[config.mk]
export PLATFORM = sky130hd
export DESIGN_NAME = wide_narrow_bridge
export DESIGN_NICKNAME = d
export VERILOG_FILES = /design/src/rtl/wnb_pkg.sv /design/src/rtl/wnb_capture.sv /design/src/rtl/wnb_sequencer.sv /design/src/rtl/wnb_merge.sv /design/src/rtl/wide_narrow_bridge.sv
export SDC_FILE = /design/constraint.sdc
export NUM_CORES = 1
export LEC_CHECK = 0
export ABC_AREA = 1
export BUFFER_PORTS_ARGS = -buffer_cell sky130_fd_sc_hd__buf_2
export CORE_MARGIN = 4
export CORE_UTILIZATION = 47
export CTS_BUF_LIST = sky130_fd_sc_hd__clkbuf_8
export DETAILED_ROUTE_END_ITERATION = 6
export GPL_TIMING_DRIVEN = 0
export MAX_ROUTING_LAYER = met4
export PLACE_DENSITY_LB_ADDON = 0.15
export SETUP_SLACK_MARGIN = 0.2
export SLEW_MARGIN = 20
export SYNTH_ARGS = -nofsm -noshare
export SYNTH_HDL_FRONTEND = slang
export SYNTH_SLANG_ARGS = --single-unit
[constraint.sdc]
create_clock -name clk -period 1.3 [get_ports clk]
set_input_delay 0.13 -clock clk [delete_from_list [all_inputs] [get_ports clk]]
set_output_delay 0.13 -clock clk [all_outputs]
set_load 0.005 [all_outputs]
[src/rtl/wnb_pkg.sv]
package wnb_pkg;
    localparam int HALF_W   = 32;
    localparam int WORD_W   = 2 * HALF_W;
    localparam int HALF_SEL = HALF_W / 8;
    localparam int WORD_SEL = WORD_W / 8;
    localparam int UP_AW    = 13;
    localparam int LANE_SH  = $clog2(HALF_SEL);
    localparam int DN_AW    = UP_AW + 1 + LANE_SH;

    typedef enum logic [1:0] {
        ST_IDLE,
        ST_ISSUE,
        ST_WAIT
    } seq_state_t;

    typedef struct packed {
        logic                we;
        logic [UP_AW-1:0]    adr;
        logic [WORD_W-1:0]   dat;
        logic [WORD_SEL-1:0] sel;
    } up_req_t;

    function automatic logic lane_used(input logic [WORD_SEL-1:0] sel, input logic hi);
        return hi ? (|sel[WORD_SEL-1:HALF_SEL]) : (|sel[HALF_SEL-1:0]);
    endfunction
endpackage

[src/rtl/wnb_capture.sv]
module wnb_capture
    import wnb_pkg::*;
(
    input  logic    clk,
    input  logic    rst,
    input  logic    accept,
    input  up_req_t req_in,
    output up_req_t req_q
);
    // Loaded on every acceptance, whatever the write flag says.
    always_ff @(posedge clk) begin
        if (rst) begin
            req_q <= '0;
        end else if (accept) begin
            req_q <= req_in;
        end
    end
endmodule

[src/rtl/wnb_sequencer.sv]
module wnb_sequencer
    import wnb_pkg::*;
(
    input  logic                clk,
    input  logic                rst,
    input  logic                accept,
    input  logic [WORD_SEL-1:0] sel_in,
    input  logic                dn_stall,
    input  logic                dn_ack,
    output logic                busy,
    output logic                dn_cyc,
    output logic                dn_stb,
    output logic                cur_hi,
    output logic                lo_done,
    output logic                fin
);
    seq_state_t state_q;
    logic       more_q;
    logic       use_lo;
    logic       use_hi;

    assign use_lo = lane_used(sel_in, 1'b0);
    assign use_hi = lane_used(sel_in, 1'b1);

    always_ff @(posedge clk) begin
        if (rst) begin
            state_q <= ST_IDLE;
            more_q  <= 1'b0;
            cur_hi  <= 1'b0;
        end else begin
            unique case (state_q)
                ST_IDLE: begin
                    if (accept) begin
                        state_q <= ST_ISSUE;
                        if (use_lo || !use_hi) begin
                            cur_hi <= 1'b0;
                            more_q <= use_hi;
                        end else begin
                            cur_hi <= 1'b1;
                            more_q <= 1'b0;
                        end
                    end
                end
                ST_ISSUE: begin
                    if (!dn_stall) begin
                        state_q <= ST_WAIT;
                    end
                end
                ST_WAIT: begin
                    if (dn_ack) begin
                        if (more_q) begin
                            cur_hi  <= 1'b1;
                            more_q  <= 1'b0;
                            state_q <= ST_ISSUE;
                        end else begin
                            state_q <= ST_IDLE;
                        end
                    end
                end
                default: state_q <= ST_IDLE;
            endcase
        end
    end

    assign busy    = (state_q != ST_IDLE);
    assign dn_cyc  = busy;
    assign dn_stb  = (state_q == ST_ISSUE);
    assign lo_done = (state_q == ST_WAIT) && dn_ack && more_q;
    assign fin     = (state_q == ST_WAIT) && dn_ack && !more_q;
endmodule

[src/rtl/wnb_merge.sv]
module wnb_merge
    import wnb_pkg::*;
(
    input  logic              clk,
    input  logic              rst,
    input  logic              lo_done,
    input  logic              fin,
    input  logic              cur_hi,
    input  logic [HALF_W-1:0] dn_dat_r,
    output logic              up_ack,
    output logic [WORD_W-1:0] up_dat_r
);
    logic [HALF_W-1:0] lo_q;
    logic              lo_valid;

    always_ff @(posedge clk) begin
        if (rst) begin
            up_ack   <= 1'b0;
            up_dat_r <= '0;
            lo_q     <= '0;
            lo_valid <= 1'b0;
        end else begin
            up_ack <= fin;
            if (lo_done) begin
                lo_q     <= dn_dat_r;
                lo_valid <= 1'b1;
            end
            if (fin) begin
                lo_valid <= 1'b0;
                if (cur_hi) begin
                    up_dat_r <= {dn_dat_r, (lo_valid ? lo_q : {HALF_W{1'b0}})};
                end else begin
                    up_dat_r <= {{HALF_W{1'b0}}, dn_dat_r};
                end
            end
        end
    end
endmodule

[src/rtl/wide_narrow_bridge.sv]
module wide_narrow_bridge
    import wnb_pkg::*;
(
    input  logic                clk,
    input  logic                rst,
    input  logic                up_cyc,
    input  logic                up_stb,
    input  logic                up_we,
    input  logic [UP_AW-1:0]    up_adr,
    input  logic [WORD_W-1:0]   up_dat_w,
    input  logic [WORD_SEL-1:0] up_sel,
    output logic                up_stall,
    output logic                up_ack,
    output logic [WORD_W-1:0]   up_dat_r,
    output logic                dn_cyc,
    output logic                dn_stb,
    output logic                dn_we,
    output logic [DN_AW-1:0]    dn_adr,
    output logic [HALF_W-1:0]   dn_dat_w,
    output logic [HALF_SEL-1:0] dn_sel,
    input  logic                dn_stall,
    input  logic                dn_ack,
    input  logic [HALF_W-1:0]   dn_dat_r
);
    localparam int NUM_LANES = WORD_W / HALF_W;

    up_req_t req_in;
    up_req_t req_q;
    logic    busy;
    logic    accept;
    logic    cur_hi;
    logic    lo_done;
    logic    fin;

    logic [HALF_W-1:0]   lane_dat [NUM_LANES];
    logic [HALF_SEL-1:0] lane_sel [NUM_LANES];

    assign req_in = '{we: up_we, adr: up_adr, dat: up_dat_w, sel: up_sel};
    assign accept = up_cyc && up_stb && !busy;
    assign up_stall = busy;

    wnb_capture u_cap (
        .clk    (clk),
        .rst    (rst),
        .accept (accept),
        .req_in (req_in),
        .req_q  (req_q)
    );

    wnb_sequencer u_seq (
        .clk      (clk),
        .rst      (rst),
        .accept   (accept),
        .sel_in   (up_sel),
        .dn_stall (dn_stall),
        .dn_ack   (dn_ack),
        .busy     (busy),
        .dn_cyc   (dn_cyc),
        .dn_stb   (dn_stb),
        .cur_hi   (cur_hi),
        .lo_done  (lo_done),
        .fin      (fin)
    );

    wnb_merge u_mrg (
        .clk      (clk),
        .rst      (rst),
        .lo_done  (lo_done),
        .fin      (fin),
        .cur_hi   (cur_hi),
        .dn_dat_r (dn_dat_r),
        .up_ack   (up_ack),
        .up_dat_r (up_dat_r)
    );

    for (genvar g = 0; g < NUM_LANES; g++) begin : g_lane
        assign lane_dat[g] = req_q.dat[g*HALF_W +: HALF_W];
        assign lane_sel[g] = req_q.sel[g*HALF_SEL +: HALF_SEL];
    end

    assign dn_we    = req_q.we;
    assign dn_adr   = {req_q.adr, cur_hi, {LANE_SH{1'b0}}};
    assign dn_dat_w = lane_dat[cur_hi];
    assign dn_sel   = lane_sel[cur_hi];
endmodule

==> impl_results.rst, run 1 <==
.. list-table::
   :header-rows: 1

   * - Metric
     - Value
   * - Initial core utilization
     - 48.73%
   * - Worst End Pin Type
     - output port
   * - Dominant cell type by area after synthesis
     - dfxtp_1
   * - Synthesized area per cell
     - ~7.0 um^2
   * - Largest cells by area after synthesis
     - dfxtp_1 (50%), nand2_1 (17%), nor2_1 (12%)
   * - Fraction of synthesized cell area taken by the top area cell type
     - roughly 50%
   * - Placer Congestion
     - roughly 0.86
   * - Number of placement rows
     - 45
   * - Horizontal die dimension
     - 134.5 um
   * - Count of clock tree sinks
     - approximately 190
   * - Buffer depth of the longest clock path
     - 2
   * - Number of buffers added on ports
     - 242
   * - Root buffer selected by CTS
     - clkbuf_8
   * - Grt repair worst endpoint
     - dn_dat_w[28]
   * - Cell Area, Placed
     - 9050 um^2
   * - Post-synth design cell area
     - 7518 um^2
   * - Sequential cell area fraction in the yosys report
     - 50.06%
   * - Die Height
     - 134.5 um
   * - I/O pin count
     - 245
   * - Antenna violations before repair
     - 1
   * - Number of buffers inserted during clock tree synthesis
     - 17
   * - Placed wire-length estimate
     - 15.72 mm
   * - Register bit count reported by yosys
     - ~190
   * - Number of warning messages in the yosys log
     - 0
   * - Overall global routing resource usage
     - 68.23%
   * - Error message
     - [ERROR GRT-0232] Routing congestion too high. Check the congestion heatmap in the GUI.
   * - Largest net degree at the start of global routing
     - 17
   * - Congestion Overflow GR
     - 12
   * - Number of library cell types mapped by synthesis
     - 21
   * - Outcome
     - stopped before the end
   * - Instance count of the mapped netlist
     - 1077
   * - H-tree lvl count
     - 4
   * - Stage where the flow stopped
     - global routing (5_1_grt)
## Yosys cell counts, drive strengths merged
master	number
nand2	348
nor2	233
dfxtp	188
o21ai	119
nand3	69
buf	52
clkbuf	38
inv	17
a21oi	9
clkinv	1
conb	1
nor3	1
o21a	1
## per-stage QoR
stage / std cells / worst slack (ps) / utilization (%) / TNS, ps
4_1_cts: 1757 / -332.2 / 83.46 / -17690
3_5_place_dp: 1531 / -470.0 / 58.66 / -31660
3_3_place_gp: 1531 / -478.6 / 58.66 / -31150
2_1_floorplan: 1078 / 162.8 / - / 0
## routing by layer
| layer | GRT overflow | GRT usage, % |
|---|---|---|
| met3 | 0 | 48.99 |
| met5 | - | - |
| met1 | 0 | 62.95 |
| met4 | 7 | 70.02 |
| met2 | 5 | 88.02 |
## cell families after synthesis
family / count (synthesis) / synth area share, %
AOI/OAI and AO/OA: 129 / 8.620
DFF: 188 / 50.06
other: 1 / 0.04988
buffers and inverters: 108 / 7.405
and+or+nand+nor: 651 / 33.87
## timing repair
item / in CTS
gates resized for setup: 431
hold buffers: 121
cloned: 32
hold endpoints to repair: 179
setup endpoints to repair: 241
pin swaps: 110
setup buffers: 41
==> run 2: changes to the inputs <==
CORE_UTILIZATION = 40   (was 47)
CTS_BUF_LIST = unset   (was sky130_fd_sc_hd__clkbuf_8)
MAX_ROUTING_LAYER = unset   (was met4)
SETUP_SLACK_MARGIN = unset   (was 0.2)
clock period = 1.69 ns   (was 1.3 ns; I/O delays follow)
==> run 2 against run 1 <==
The flow now finishes without violations. Synthesized cell count unchanged. Area after synthesis unchanged.
==> impl_results.rst, run 2 <==
.. list-table::
   :header-rows: 1

   * - Metric
     - Value
   * - Synthesized area per cell
     - 6.981 um^2
   * - Horizontal die dimension
     - 145.1 um
   * - Final-layout worst hold slack
     - 12.96 ps
   * - Cells along the critical path
     - clkbuf_16, clkbuf_8, nand2_1, nand2_1, buf_2
   * - First DRT Iteration DRCs
     - roughly 450
   * - HP Class
     - input port to flip-flop
   * - Overall global routing resource usage
     - 22.09%
   * - Top reg by flops
     - u_cap.req_q
   * - Post-CTS clock slew at the launch and capture registers of the worst setup and hold paths
     - 70 ps
   * - Layer with the highest usage
     - met2
   * - Power per unit of standard cell area
     - 1102 nW/um^2
   * - Final cell count without fillers
     - roughly 1700
   * - Total detailed-routing wirelength
     - 23.02 mm
   * - Count of antenna-violating nets left after detailed routing
     - 0
   * - Final Instance Area
     - 10650 um^2
   * - Final count of hold timing violations
     - 0
   * - Critical path data required time
     - 1520 ps
   * - Core region area
     - 18210 um^2
   * - Outcome
     - finished, final reports clean
   * - Total power draw
     - 11.74 mW
   * - Clock tree from TritonCTS
     - built
   * - Max_slew headroom
     - 61.13%
   * - XOR/XNOR Fraction of Synth Area
     - 0%
   * - Delay-heaviest family, CP
     - buffers and inverters
   * - Slew @ Worst Pin
     - 583.1 ps
   * - Antenna violations before repair
     - 0
   * - Leakage power total
     - roughly 5.5 nW
   * - Met3 Use GR
     - slightly below 6%
   * - Launching element type of the critical path
     - flip-flop
   * - Setup WS pre-CTS
     - -252.1 ps
   * - Met1 Usage GRT
     - 27.65%
   * - Final Util
     - 58.50%
   * - Proportion of layout cells with a drive suffix above 1
     - 23.68%
   * - Initial core utilization
     - 41.29%
   * - Adder and majority gate portion of the synthesized area
     - 0%
   * - Placed wire-length estimate
     - around 16 mm
   * - Layout overhead on the synthesized area
     - 41.67%
   * - Buffer depth of the longest clock path
     - 2
   * - Worst Skew
     - about 9.5 ps
   * - IR drop worst, VDD
     - 0.6957 mV
   * - Register bit count reported by yosys
     - 188
   * - I/O pin count
     - roughly 250
   * - Worst setup slack after layout
     - 61.79 ps
   * - Commonest cells after routing, fill and taps aside
     - nand2_1 (347), buf_2 (257), nor2_1 (232)
   * - Main combinational cell family by area after synthesis
     - simple AND/OR/NAND/NOR gates
   * - Accumulated negative setup slack
     - 0 ps
   * - Sequential cell area fraction in the yosys report
     - 50.06%
   * - Number of max-capacitance violations reported
     - 0
   * - Instance count of the mapped netlist
     - roughly 1100
   * - Met2 Use GR
     - between 30% and 40%
   * - Post-synth design cell area
     - ~7500 um^2
   * - Final net count
     - between 1500 and 2000
   * - DRC violations left
     - 0
   * - CP max stage delay
     - between 300 and 400 ps
   * - Pins Over Slew Limit
     - 0
   * - WP data arrival
     - 1460 ps
   * - H-tree lvl count
     - 4
   * - Final min period
     - 1628 ps
   * - Root buffer selected by CTS
     - clkbuf_16
   * - Most common cell after layout, fill and taps aside
     - nand2_1
   * - Number of flip-flops under the largest register name
     - 86
   * - Congestion Overflow GR
     - 0
   * - Setup fix buffers added after clock tree synthesis
     - 0
   * - Most frequently used cell type in the post-synthesis netlist
     - nand2_1
   * - Number of buffers inserted during clock tree synthesis
     - 17
   * - Top post-synthesis cells by count
     - nand2_1 (347), nor2_1 (232), dfxtp_1 (188)
   * - Largest cells by area after synthesis
     - dfxtp_1 (50%), nand2_1 (17%), nor2_1 (12%)
   * - Share of the clock period used by the worst path
     - 96.34%
   * - Routed wire per std cell
     - between 10 and 15 um
   * - Count of final setup violators
     - 0
   * - Path type of the worst setup path
     - flip-flop to output port
   * - Die Height
     - 145.1 um
   * - Count of clock tree sinks
     - ~190
   * - Number of warning messages in the yosys log
     - 0
   * - Fraction of the mapped netlist area in compound gates
     - between 8 and 9%
   * - Proportion of synthesized area in mux cells
     - 0%
   * - Vias in the first global route
     - ~7800
   * - Most Frequent Cell on Critical Path
     - nand2_1
   * - Total via count after detailed routing
     - 7845
   * - Placer Congestion
     - 0.8408
   * - Number of buffers added on ports
     - roughly 240
   * - Post-synthesis share of cell area spent on and, or, nand and nor gates
     - 33.87%
   * - Clock Latency Late Sink
     - roughly 430 ps
   * - Most used flip-flop cell after synthesis
     - dfxtp_1
   * - Slowest cell on the critical path
     - dfxtp_4
   * - Sum of buffers and inverters on the critical path
     - 3
   * - Cells after DPL
     - 1549
   * - Full die area
     - around 21000 um^2
   * - Crit path capture type
     - output port
   * - Number of antenna cells inserted
     - 0
   * - Number of library cell types mapped by synthesis
     - 21
   * - Largest net degree at the start of global routing
     - 20
   * - Cell Area, Placed
     - 9020 um^2
   * - Fmax achieved
     - 0.6142 GHz
   * - Fraction of registers with async set or reset after synthesis
     - 0%
   * - First-pass iteration count of the detailed router
     - 5
   * - Fraction of synthesized cell area taken by the top area cell type
     - 50.06%
   * - Dominant cell type by area after synthesis
     - dfxtp_1
   * - Vias per std cell
     - around 4.7
   * - Largest registers ranked by flip-flop count
     - u_cap.req_q x86, u_mrg.up_dat_r x64, u_mrg.lo_q x32
   * - Number of placement rows
     - 49
   * - Largest fanout on the critical path
     - 10
   * - Post-synth EDFFs
     - 0
   * - Wire length of the first global-routing pass
     - 38.68 mm
   * - Setup repair after global routing missed its margin
     - yes
==> run 2: cell counts after synthesis <==
Identical to the previous run, type by type.
==> run 2: cells by family (layout without fill, tap and decap cells) <==
group | Yosys count | count (layout)
AOI/OAI and AO/OA | 129 | 129
and+or+nand+nor | 651 | 651
other | 1 | 2
buffers and inverters | 108 | 474
DFF | 188 | 188
==> run 2: report_power, final <==
part / internal [mW] / leakage (nW) / total, mW / switching, mW
sequential: 4.77 / 1.53 / 4.95 / 0.180
clock: 2.42 / 0.297 / 4.19 / 1.77
combinational: 1.09 / 3.70 / 2.60 / 1.51
total: 8.28 / 5.53 / 11.7 / 3.46
==> run 2: routing by layer <==
layer | up-vias | routed length [um]
met5 | - | 0
met1 | 3522 | 10370
li1 | 4062 | -
met4 | 0 | 298
met2 | 237 | 10860
met3 | 24 | 1495
==> run 2: path summary, 6_finish.rpt <==
| path | startpoint | to | slack, ps | cells after the start |
|---|---|---|---|---|
| worst max-delay path | u_seq.cur_hi$_SDFFE_PP0P_ | dn_dat_w[22] | 60 | 5 |
| worst min-delay path | up_dat_w[18] | u_cap.req_q[26]$_SDFFE_PP0P_ | 10 | 3 |
| worst max register to register | u_seq.state_q[1]$_SDFFE_PP0P_ | u_cap.req_q[13]$_SDFFE_PP0P_ | 150 | 5 |
| worst min register to register | u_mrg.up_dat_r[7]$_SDFFE_PP0P_ | u_mrg.up_dat_r[7]$_SDFFE_PP0P_ | 440 | 2 |
==> run 2: repair_timing <==
item	in CTS	in global routing
resized for setup	25	5
hold endpoints to repair	103	0
hold buffers	94	0
setup endpoints to repair	40	24
==> run 2: cell type report <==
type | count | area, um^2
fill | 1743 | 7557
sequential | 188 | 3767
multi-input combinational | 782 | 3207
timing repair buffer | 336 | 2152
buffer | 89 | 554.3
clock buffer | 19 | 452.9
tap | 229 | 286.5
clock inverter | 12 | 158.9
inverter | 18 | 72.57
==> run 2: worst reg2reg max path, delay by kind of cell, from the launching register on <==
| kind | cells | cell delay [ps] |
|---|---|---|
| compound gates | 1 | 160 |
| buf+inv | 1 | 420 |
| flops | 1 | 440 |
| simple gates | 3 | 460 |
No activity file was read; power rests on OpenSTA's default activity.
